## src/rtl/rtc_shadow_pkg.sv

```systemverilog
package rtc_shadow_pkg;
  localparam int BUS_AW = 8;
  localparam int BUS_DW = 32;
  localparam int IRQ_N  = 5;

  localparam logic [BUS_AW-1:0] OFS_BUSY   = 8'h04;
  localparam logic [BUS_AW-1:0] OFS_SEC    = 8'h08;
  localparam logic [BUS_AW-1:0] OFS_SHADOW = 8'h0C;
  localparam logic [BUS_AW-1:0] OFS_MSEC   = 8'h10;
  localparam logic [BUS_AW-1:0] OFS_ALM0   = 8'h14;
  localparam logic [BUS_AW-1:0] OFS_ALM1   = 8'h18;
  localparam logic [BUS_AW-1:0] OFS_MALM   = 8'h1C;
  localparam logic [BUS_AW-1:0] OFS_MASK   = 8'h28;
  localparam logic [BUS_AW-1:0] OFS_STAT   = 8'h2C;

  // status / mask bit positions
  localparam int EV_SALM0 = 0;
  localparam int EV_SALM1 = 1;
  localparam int EV_MALM  = 2;
  localparam int EV_SCDN  = 3;
  localparam int EV_MCDN  = 4;
endpackage

```

## src/rtl/rtc_xfer_window.sv

```systemverilog
// Counts timebase ticks in groups and opens a busy window after the last
// tick of each group; copy_pulse marks the final busy cycle.
module rtc_xfer_window #(
  parameter int PHASES      = 8,
  parameter int XFER_CYCLES = 2
) (
  input  logic clk,
  input  logic rst_n,
  input  logic tick_en,
  output logic busy,
  output logic copy_pulse
);
  localparam int PH_W  = $clog2(PHASES);
  localparam int CNT_W = $clog2(XFER_CYCLES + 1);

  logic [PH_W-1:0]  phase_q, phase_d;
  logic [CNT_W-1:0] win_q, win_d;

  always_comb begin
    phase_d = phase_q;
    win_d   = win_q;
    if (win_q != '0) win_d = win_q - 1'b1;
    if (tick_en) begin
      if (phase_q == PH_W'(PHASES - 1)) begin
        phase_d = '0;
        win_d   = CNT_W'(XFER_CYCLES);
      end else begin
        phase_d = phase_q + 1'b1;
      end
    end
  end

  always_ff @(posedge clk or negedge rst_n) begin
    if (!rst_n) begin
      phase_q <= '0;
      win_q   <= '0;
    end else begin
      phase_q <= phase_d;
      win_q   <= win_d;
    end
  end

  assign busy       = (win_q != '0);
  assign copy_pulse = (win_q == CNT_W'(1));
endmodule

```

## src/rtl/rtc_time_core.sv

```systemverilog
// Timebase-side counters: fractional accumulator -> milliseconds -> seconds.
module rtc_time_core #(
  parameter int TICK_HZ  = 32768,
  parameter int MS_PER_S = 1000,
  parameter int SEC_W    = 32,
  parameter int MS_W     = $clog2(MS_PER_S)
) (
  input  logic             clk,
  input  logic             rst_n,
  input  logic             tick_en,
  input  logic             load_en,
  input  logic [SEC_W-1:0] load_sec,
  output logic [SEC_W-1:0] sec_q,
  output logic [MS_W-1:0]  ms_q,
  output logic [SEC_W-1:0] sec_nxt,
  output logic [MS_W-1:0]  ms_nxt,
  output logic             sec_inc,
  output logic             ms_inc
);
  localparam int ACC_W = $clog2(TICK_HZ);

  logic [ACC_W-1:0] acc_q, acc_d;
  logic [ACC_W:0]   sum;
  logic             ms_wrap;

  always_comb begin
    sum     = {1'b0, acc_q} + (ACC_W+1)'(MS_PER_S);
    ms_inc  = tick_en && !load_en && (sum >= (ACC_W+1)'(TICK_HZ));
    ms_wrap = ms_inc && (ms_q == MS_W'(MS_PER_S - 1));
    sec_inc = ms_wrap;
    acc_d   = acc_q;
    ms_nxt  = ms_q;
    sec_nxt = sec_q;
    if (load_en) begin
      acc_d   = '0;
      ms_nxt  = '0;
      sec_nxt = load_sec;
    end else if (tick_en) begin
      if (ms_inc) begin
        acc_d  = ACC_W'(sum - (ACC_W+1)'(TICK_HZ));
        ms_nxt = ms_wrap ? '0 : ms_q + 1'b1;
        if (ms_wrap) sec_nxt = sec_q + 1'b1;
      end else begin
        acc_d = sum[ACC_W-1:0];
      end
    end
  end

  always_ff @(posedge clk or negedge rst_n) begin
    if (!rst_n) begin
      acc_q <= '0;
      ms_q  <= '0;
      sec_q <= '0;
    end else begin
      acc_q <= acc_d;
      ms_q  <= ms_nxt;
      sec_q <= sec_nxt;
    end
  end
endmodule

```

## src/rtl/rtc_reg_bank.sv

```systemverilog
// Bus-side registers: published time, shadow, alarms, mask, status, read mux.
module rtc_reg_bank
  import rtc_shadow_pkg::*;
#(
  parameter int SEC_W = 32,
  parameter int MS_W  = 10
) (
  input  logic              clk,
  input  logic              rst_n,
  input  logic [BUS_AW-1:0] bus_addr,
  input  logic              bus_we,
  input  logic              bus_re,
  input  logic [BUS_DW-1:0] bus_wdata,
  output logic [BUS_DW-1:0] bus_rdata,
  input  logic              busy,
  input  logic              copy_pulse,
  input  logic [SEC_W-1:0]  sec_q,
  input  logic [MS_W-1:0]   ms_q,
  input  logic [SEC_W-1:0]  sec_nxt,
  input  logic [MS_W-1:0]   ms_nxt,
  input  logic              sec_inc,
  input  logic              ms_inc,
  output logic              load_en,
  output logic [SEC_W-1:0]  load_sec,
  output logic [SEC_W-1:0]  alm0_o,
  output logic [IRQ_N-1:0]  stat_o,
  output logic [IRQ_N-1:0]  mask_o,
  output logic              irq
);
  logic [SEC_W-1:0] sec_vis_q, sec_vis_d, shadow_q, shadow_d;
  logic [SEC_W-1:0] alm0_q, alm0_d, alm1_q, alm1_d;
  logic [MS_W-1:0]  ms_vis_q, ms_vis_d, malm_q, malm_d;
  logic [IRQ_N-1:0] mask_q, mask_d, stat_q, stat_d, ev_set, ev_clr;
  logic             wr_open;

  assign wr_open  = bus_we && !busy;
  assign load_en  = wr_open && (bus_addr == OFS_SEC);
  assign load_sec = bus_wdata[SEC_W-1:0];

  always_comb begin
    sec_vis_d = sec_vis_q;
    ms_vis_d  = ms_vis_q;
    if (load_en) begin
      sec_vis_d = load_sec;
      ms_vis_d  = '0;
    end else if (copy_pulse) begin
      sec_vis_d = sec_q;
      ms_vis_d  = ms_q;
    end

    shadow_d = (bus_re && bus_addr == OFS_MSEC) ? sec_vis_q : shadow_q;

    alm0_d = (wr_open && bus_addr == OFS_ALM0) ? bus_wdata[SEC_W-1:0] : alm0_q;
    alm1_d = (wr_open && bus_addr == OFS_ALM1) ? bus_wdata[SEC_W-1:0] : alm1_q;
    malm_d = (wr_open && bus_addr == OFS_MALM) ? bus_wdata[MS_W-1:0]  : malm_q;
    mask_d = (bus_we && bus_addr == OFS_MASK)  ? bus_wdata[IRQ_N-1:0] : mask_q;

    ev_set           = '0;
    ev_set[EV_SALM0] = sec_inc && (sec_nxt == alm0_q) && (alm0_q != '0);
    ev_set[EV_SALM1] = sec_inc && (sec_nxt == alm1_q);
    ev_set[EV_MALM]  = ms_inc && (ms_nxt == malm_q);
    ev_set[EV_SCDN]  = 1'b0;
    ev_set[EV_MCDN]  = 1'b0;
    ev_clr = (bus_we && bus_addr == OFS_STAT) ? bus_wdata[IRQ_N-1:0] : '0;
    stat_d = (stat_q & ~ev_clr) | ev_set;
  end

  always_ff @(posedge clk or negedge rst_n) begin
    if (!rst_n) begin
      sec_vis_q <= '0;
      ms_vis_q  <= '0;
      shadow_q  <= '0;
      alm0_q    <= '0;
      alm1_q    <= '0;
      malm_q    <= '0;
      mask_q    <= '0;
      stat_q    <= '0;
    end else begin
      sec_vis_q <= sec_vis_d;
      ms_vis_q  <= ms_vis_d;
      shadow_q  <= shadow_d;
      alm0_q    <= alm0_d;
      alm1_q    <= alm1_d;
      malm_q    <= malm_d;
      mask_q    <= mask_d;
      stat_q    <= stat_d;
    end
  end

  always_comb begin
    bus_rdata = '0;
    case (bus_addr)
      OFS_BUSY:   bus_rdata[0]          = busy;
      OFS_SEC:    bus_rdata[SEC_W-1:0]  = sec_vis_q;
      OFS_SHADOW: bus_rdata[SEC_W-1:0]  = shadow_q;
      OFS_MSEC:   bus_rdata[MS_W-1:0]   = ms_vis_q;
      OFS_ALM0:   bus_rdata[SEC_W-1:0]  = alm0_q;
      OFS_ALM1:   bus_rdata[SEC_W-1:0]  = alm1_q;
      OFS_MALM:   bus_rdata[MS_W-1:0]   = malm_q;
      OFS_MASK:   bus_rdata[IRQ_N-1:0]  = mask_q;
      OFS_STAT:   bus_rdata[IRQ_N-1:0]  = stat_q;
      default:    bus_rdata             = '0;
    endcase
  end

  assign irq    = |(stat_q & mask_q);
  assign alm0_o = alm0_q;
  assign stat_o = stat_q;
  assign mask_o = mask_q;
endmodule

```

## src/rtl/rtc_shadow_top.sv

```systemverilog
module rtc_shadow_top
  import rtc_shadow_pkg::*;
#(
  parameter int TICK_HZ     = 32768,
  parameter int MS_PER_S    = 1000,
  parameter int SEC_W       = 32,
  parameter int PHASES      = 8,
  parameter int XFER_CYCLES = 2
) (
  input  logic        clk,
  input  logic        rst_n,
  input  logic        tick_en,
  input  logic [7:0]  bus_addr,
  input  logic        bus_we,
  input  logic        bus_re,
  input  logic [31:0] bus_wdata,
  output logic [31:0] bus_rdata,
  output logic        irq
);
  localparam int MS_W = $clog2(MS_PER_S);

  logic [1:0]       rst_pipe;
  logic             rst_int_n;
  logic             busy_w, copy_w, load_w, sec_inc_w, ms_inc_w;
  logic [SEC_W-1:0] sec_q_w, sec_nxt_w, load_sec_w, alm0_w;
  logic [MS_W-1:0]  ms_q_w, ms_nxt_w;
  logic [IRQ_N-1:0] stat_w, mask_w;

  // asynchronous assertion, synchronous release
  always_ff @(posedge clk or negedge rst_n) begin
    if (!rst_n) rst_pipe <= 2'b00;
    else        rst_pipe <= {rst_pipe[0], 1'b1};
  end
  assign rst_int_n = rst_pipe[1];

  rtc_xfer_window #(.PHASES(PHASES), .XFER_CYCLES(XFER_CYCLES)) u_win (
    .clk(clk), .rst_n(rst_int_n), .tick_en(tick_en),
    .busy(busy_w), .copy_pulse(copy_w)
  );

  rtc_time_core #(.TICK_HZ(TICK_HZ), .MS_PER_S(MS_PER_S), .SEC_W(SEC_W), .MS_W(MS_W)) u_core (
    .clk(clk), .rst_n(rst_int_n), .tick_en(tick_en),
    .load_en(load_w), .load_sec(load_sec_w),
    .sec_q(sec_q_w), .ms_q(ms_q_w), .sec_nxt(sec_nxt_w), .ms_nxt(ms_nxt_w),
    .sec_inc(sec_inc_w), .ms_inc(ms_inc_w)
  );

  rtc_reg_bank #(.SEC_W(SEC_W), .MS_W(MS_W)) u_regs (
    .clk(clk), .rst_n(rst_int_n),
    .bus_addr(bus_addr), .bus_we(bus_we), .bus_re(bus_re),
    .bus_wdata(bus_wdata), .bus_rdata(bus_rdata),
    .busy(busy_w), .copy_pulse(copy_w),
    .sec_q(sec_q_w), .ms_q(ms_q_w), .sec_nxt(sec_nxt_w), .ms_nxt(ms_nxt_w),
    .sec_inc(sec_inc_w), .ms_inc(ms_inc_w),
    .load_en(load_w), .load_sec(load_sec_w),
    .alm0_o(alm0_w), .stat_o(stat_w), .mask_o(mask_w), .irq(irq)
  );
endmodule

```

## config.mk

```make
export PLATFORM = sky130hd
export DESIGN_NAME = rtc_shadow_top
export DESIGN_NICKNAME = d
export VERILOG_FILES = /design/src/rtl/rtc_shadow_pkg.sv /design/src/rtl/rtc_xfer_window.sv /design/src/rtl/rtc_time_core.sv /design/src/rtl/rtc_reg_bank.sv /design/src/rtl/rtc_shadow_top.sv
export SDC_FILE = /design/constraint.sdc
export NUM_CORES = 1
export LEC_CHECK = 0
export ABC_AREA = 1
export CAP_MARGIN = 20
export CORE_ASPECT_RATIO = 2
export CORE_UTILIZATION = 35
export CTS_BUF_LIST = sky130_fd_sc_hd__clkbuf_8 sky130_fd_sc_hd__clkbuf_16
export CTS_CLUSTER_SIZE = 28
export DETAILED_ROUTE_END_ITERATION = 16
export DONT_BUFFER_PORTS = 1
export PLACE_DENSITY = 0.49
export SYNTH_ARGS = -nofsm -noshare
export SYNTH_HDL_FRONTEND = slang
export SYNTH_SLANG_ARGS = --single-unit
export TNS_END_PERCENT = 1
```

## constraint.sdc

```tcl
create_clock -name clk -period 7.1 [get_ports clk]
set_clock_uncertainty 0.15 [all_clocks]
set_input_delay 1.065 -clock clk [delete_from_list [all_inputs] [get_ports clk]]
set_output_delay 1.065 -clock clk [all_outputs]
set_load 0.01 [all_outputs]
```

==> results of run 1 <==
## per-layer routing
metal  wire, µm  track usage
met1      15800        0.253
met2      26300        0.523
met3       1980       0.0338
met4       3240        0.173
met5          0            0
## registers in the layout, summed over array words and instances (netlist names)
name / cells
u_regs.alm0_o: 32
u_regs.ms_vis_q: 10
rst_pipe: 2
u_regs.shadow_q: 32
u_win.phase_q: 3
u_core.ms_q: 10
u_regs.stat_o: 5
u_win.win_q: 2
u_regs.alm1_q: 32
u_regs.sec_vis_q: 32
u_core.acc_q: 12
u_core.sec_q: 32
u_regs.malm_q: 10
u_regs.mask_o: 5
## final timing paths
check	start	slack (ns)	to
worst min register to register	rst_pipe[0]	0.21	rst_pipe[1]
min in group clk	rst_pipe[0]	0.21	rst_pipe[1]
max in group asynchronous	rst_pipe[1]	5.05	u_core.sec_q[19]
worst max register to register	u_win.win_q[1]	3.48	u_regs.stat_o[0]
worst max-delay path	bus_addr[6]	2.25	bus_rdata[1]
worst min-delay path	rst_n	0.08	rst_pipe[1]
## cells by family (layout without fill, tap and decap cells)
family | Yosys count | count (layout) | share of synthesized area
AO/OA/AOI/OAI | 283 | 283 | 0.132
XOR/XNOR | 20 | 20 | 0.0141
adder cells (fa/ha/maj) | 5 | 5 | 0.00504
buffers and inverters | 307 | 309 | 0.0963
flip-flops | 219 | 219 | 0.441
multiplexers | 3 | 3 | 0.00272
other | 1 | 1 | 0.000302
AND/OR/NAND/NOR | 896 | 896 | 0.309
## power breakdown
group          internal (mW)  total, mW  leakage [nW]  switching (mW)
Clock                  0.767       1.31         0.425           0.541
Sequential              1.48       1.66          2.73           0.175
Combinational          0.300      0.937          3.49           0.637
Total                   2.55       3.91          6.64            1.35
## area by class of cell
class,instances,area share
multi-input cells,1208,0.422
flip-flops and latches,219,0.401
inverters,255,0.0700
clock buffers,31,0.0518
well taps,445,0.0407
repair buffers,12,0.00751
clock inverters,11,0.00705
## synth_stat cells (11+ instances only)
cell      number  area (µm²)
nand4_1       45         282
dfrtp_1      219        5480
xor2_1        18         158
buf_2         11        55.1
inv_1        245         920
nor3_1        18        90.1
a221oi_1      19         166
o221ai_1      12         105
nand2_1      517        1940
o21ai_0      158         791
nor2_1       152         571
o22ai_1       32         200
a21oi_1       31         155
clkbuf_1      30         113
o211ai_1      18         135
nand3_1      124         621
## through the flow
stage | cells | hold slack, ns | util | setup WS (ns) | total power [mW]
global placement | 2139 | 0.193 | 0.368 | 2.25 | 2.60
global route | 2181 | 0.0521 | 0.391 | 2.26 | 4.12
finish | 2181 | 0.0760 | 0.391 | 2.25 | 3.91
floorplan | 1734 | 0.181 | - | 0.395 | 2.32
CTS | 2181 | 0.0544 | 0.391 | 2.30 | 3.94
detailed placement | 2139 | 0.197 | 0.368 | 2.31 | 2.62
==> impl_metrics.py, run 1 <==
metrics = {
    "synth": {
        "synth_ff_type": "dfrtp_1",
        "synth-edff-count": 0,
        "syn-num-nets": 1784,
        "netlist_area_um2": 12400,
        "async_flop_share": 1.00,
        "ys_ff_latch": 219,
        "yosysWarnings": 0,
        "ys_seq_area_frac": 0.441,
        "ys_types": 41,
        "avgSynthCellArea_um2": 7.17,
        "syn_inst": 1734,
    },
    "worst_setup_path": {
        "reg2reg_depth": 16,
        "crit_path_start_kind": "primary input",
        "cp-end-kind": "primary output",
        "path_cells": "inv_1 -> nand2_1 -> nor3_1 -> inv_1 -> nor2_1 -> inv_2 -> o22ai_1 -> a221oi_1 -> nand2_1",
        "crit_buf_inv": 3,
        "crit_arrival_ns": 3.63,
        "max_stage_delay_ns": 0.78,
        "cp.required_ns": 5.88,
        "cp_max_fo": 28,
        "critical-path-top-delay-family": "simple AND/OR/NAND/NOR gates",
        "slowest_stage": "nor2_1",
        "cp.depth": 9,
        "crit_type": "primary input to primary output",
    },
    "die": {
        "fp.dieW_um": 135,
        "ioPinCount": 78,
        "die_h_um": 268,
        "dieArea_um2": 36300,
        "rows": 97,
        "core_area_um2": 35000,
        "start_util": 0.355,
    },
    "layout": {
        "seq_area_um2": 5480,
        "syn_to_final_growth_pct": 10.0,
        "final_cell_mix": "nand2_1, inv_1, dfrtp_1",
        "diodes": 0,
        "nFillCells": 3714,
        "layout.nets": 1770,
        "layout_commonest_cell": "nand2_1",
        "drive_above_1_share": 0.0541,
        "final_area_um2": 13700,
        "multiInputGateArea_um2": 5760,
    },
    "routing": {
        "first_iter_violations": 792,
        "viasPerCell": 5.39,
        "drtPass1Iterations": 5,
        "wl_um": 47300,
        "vias": 11700,
        "drtAntennaViolNets": 0,
        "wl_per_cell_um": 21.7,
        "drc": 0,
    },
    "hold_path": {
        "hold_class": "primary input to asynchronous set/reset pin",
    },
    "timing": {
        "drv_slew": 0,
        "tightest_slew_ns": 1.02,
        "clock.fmax_mhz": 206,
        "rsz0062_at_grt": "no",
        "finalHoldViolCount": 0,
        "period_share": 0.683,
        "max_slew_margin": 0.318,
        "setup_tns_ns": 0,
        "fin_crit_ns": 4.85,
        "setup_viol": 0,
    },
    "clock_tree": {
        "holdBufCountCts": 0,
        "htree_num_levels": 1,
        "clk-insertion-delay-late_ns": 0.54,
        "cts_buffers": 24,
        "cts_setup_buffers": 0,
        "cts.clk_slew.worst_paths_ns": 0.06,
        "cts_tree": "yes",
        "cts_resized": 0,
        "clockRootBuffer": "clkbuf_16",
        "cts_max_path_buffers": 3,
        "clock_sinks": 219,
    },
    "global_route": {
        "overflow": 0,
        "grt_max_degree": 148,
        "grt_pass1_wl_um": 71300,
        "grt_pass1_vias": 12000,
        "grtUsageTotal": 0.267,
        "antenna_found_initial": 0,
    },
    "placement": {
        "dpl.hpwl_um": 35000,
        "port_buffers": 0,
        "dpl_cell_area_um2": 12900,
        "globalplace.congestion": 0.899,
    },
    "status": {
        "outcome": "complete, no violations",
    },
    "run": {
        "max_cap_viol_count": 0,
    },
    "power_and_ir_drop": {
        "p_leak_nw": 6.64,
        "irDropWorstVdd_uv": 243,
        "p_per_area_nw_per_um2": 286,
    },
}
No activity file was read; power rests on OpenSTA's default activity.
==> run 2, diff against run 1 <==
clock period = 4.1 ns   (was 7.1 ns; I/O delays follow)
==> run 2 against run 1 <==
Against the previous run: sequential power increased by 73%; hold slack got worse by 0.040 ns; register-to-register slack got worse by 2.6 ns; flip-flop and latch count unchanged; via count increased by 0.50%; core utilization increased by 0.90 points; combinational power increased by 78%; count of clock-buffer cells in the layout decreased by 2; clock power increased by 89%; non-clock buffer count increased by 26; design area increased by 2.3%; routed wire length increased by 1.4%; critical path type unchanged; critical endpoint is now bus_rdata[31]; largest cell class unchanged; highest routed layer unchanged.
==> impl_metrics.py, run 2 (same netlist as run 1, synthesis figures left out) <==
metrics = {
    "global_route": {
        "antenna_found_initial": 0,
        "top_usage_layer": "met2",
        "use_met3": 0.0320,
        "grt_max_degree": 82,
        "met2_usage": 0.530,
        "grtUsageTotal": 0.271,
        "use_met1": 0.267,
        "grt_pass1_vias": 12000,
        "overflow": 0,
        "grt_pass1_wl_um": 72200,
    },
    "hold_path": {
        "hold_start": "tick_en",
        "hold_depth": 2,
        "hold_class": "primary input to flip-flop",
        "whs_endpoint": "u_win.phase_q[2]",
    },
    "worst_setup_path": {
        "cp_max_fo": 11,
        "crit_buf_inv": 2,
        "cp.required_ns": 3.34,
        "critical-path-top-delay-family": "simple AND/OR/NAND/NOR gates",
        "max_stage_delay_ns": 0.75,
        "timing.rr.start": "u_core.sec_q[0]",
        "path_cells": "inv_1 -> nand2_1 -> nor3_1 -> nand2_1 -> o21ai_0 -> buf_4",
        "timing.rr.end": "u_regs.stat_o[1]",
        "crit_path_start_kind": "primary input",
        "crit_arrival_ns": 2.68,
        "slowest_stage": "o21ai_0",
        "cp-end-kind": "primary output",
        "r2r_slack_ns": 0.89,
        "reg2reg_depth": 19,
        "cp_common_cell": "nand2_1",
        "crit_type": "primary input to primary output",
    },
    "layout": {
        "nFillCells": 3692,
        "diodes": 0,
        "seq_area_um2": 5480,
        "final_area_um2": 14000,
        "multiInputGateArea_um2": 5760,
        "post-route-util": 0.400,
        "drive_above_1_share": 0.0692,
        "syn_to_final_growth_pct": 12.5,
        "layout_commonest_cell": "nand2_1",
        "layout.nets": 1796,
        "final_cell_mix": "nand2_1, inv_1, dfrtp_1",
        "fin_cells": 2208,
    },
    "die": {
        "fp.dieW_um": 135,
        "dieArea_um2": 36300,
        "ioPinCount": 78,
        "die_h_um": 268,
        "core_area_um2": 35000,
        "start_util": 0.355,
        "rows": 97,
    },
    "clock_tree": {
        "clock_sinks": 219,
        "cts_max_path_buffers": 3,
        "clockRootBuffer": "clkbuf_16",
        "clk-insertion-delay-late_ns": 0.56,
        "cts.clk_slew.worst_paths_ns": 0.06,
        "cts_buffers": 24,
        "cts_resized": 0,
        "htree_num_levels": 1,
        "cts_tree": "yes",
    },
    "routing": {
        "viasPerCell": 5.35,
        "first_iter_violations": 823,
        "vias": 11800,
        "wl_um": 48000,
        "drc": 0,
        "drtAntennaViolNets": 0,
        "drtPass1Iterations": 5,
        "wl_per_cell_um": 21.7,
    },
    "timing": {
        "fin_crit_ns": 3.44,
        "setup_viol": 0,
        "max_slew_margin": 0.442,
        "tightest_slew_ns": 0.835,
        "finalHoldViolCount": 0,
        "fin_ws_ns": 0.656,
        "period_share": 0.840,
        "setup_tns_ns": 0,
        "clock.fmax_mhz": 290,
        "rsz0062_at_grt": "no",
        "drv_slew": 0,
    },
    "power_and_ir_drop": {
        "p_per_area_nw_per_um2": 501,
        "p_leak_nw": 6.80,
        "irDropWorstVdd_uv": 395,
    },
    "placement": {
        "globalplace.congestion": 0.967,
        "dpl_cell_area_um2": 13100,
        "port_buffers": 0,
        "place_worst_setup_slack_ns": 0.700,
        "placed_cells": 2162,
        "dpl.hpwl_um": 36300,
    },
    "status": {
        "outcome": "complete, no violations",
    },
    "run": {
        "max_cap_viol_count": 0,
    },
}
==> run 2: area by class of cell <==
class / instances / share of cell area
clock buffers: 29 / 0.0487
clock inverters: 14 / 0.0141
inverters: 255 / 0.0685
multi-input cells: 1208 / 0.412
flip-flops and latches: 219 / 0.392
well taps: 445 / 0.0398
repair buffers: 38 / 0.0245
==> run 2: timing repair <==
| action | CTS | global route |
|---|---|---|
| hold buffers | 3 | 0 |
| endpoints found under the hold margin | 4 | 0 |
| buffers inserted | 0 | 0 |
==> run 2: worst max-delay path by stage <==
stage | endpoint | cells after the start | startpoint
after floorplan | u_core.acc_q[10] | 0 | rst_pipe[1]
after global placement | bus_rdata[31] | 6 | bus_addr[6]
after detailed placement | bus_rdata[31] | 6 | bus_addr[6]
after CTS | bus_rdata[31] | 6 | bus_addr[7]
after global routing | bus_rdata[0] | 10 | bus_addr[6]
final | bus_rdata[31] | 6 | bus_addr[6]
==> run 2: power breakdown <==
part	switching (mW)	leakage (nW)	internal (mW)	total [mW]
combinational	1.13	3.63	0.541	1.67
sequential	0.303	2.73	2.57	2.87
clock	0.980	0.443	1.49	2.47
==> run 2: routing by layer <==
layer / wire length [µm] / share of wire / vias up
li1: - / - / 5663
met2: 26600 / 0.55 / 344
met5: 0 / 0 / -
met1: 16600 / 0.34 / 5663
met4: 2970 / 0.062 / 0
met3: 1870 / 0.039 / 138
==> run 2: metrics by stage <==
| step | total power [mW] | hold slack [ns] |
|---|---|---|
| detailed placement | 4.56 | 0.169 |
| finish | 7.01 | 0.0364 |
| CTS | 7.06 | 0.00927 |
| floorplan | 4.02 | 0.169 |
| global placement | 4.53 | 0.169 |
| global route | 7.40 | 0.0293 |
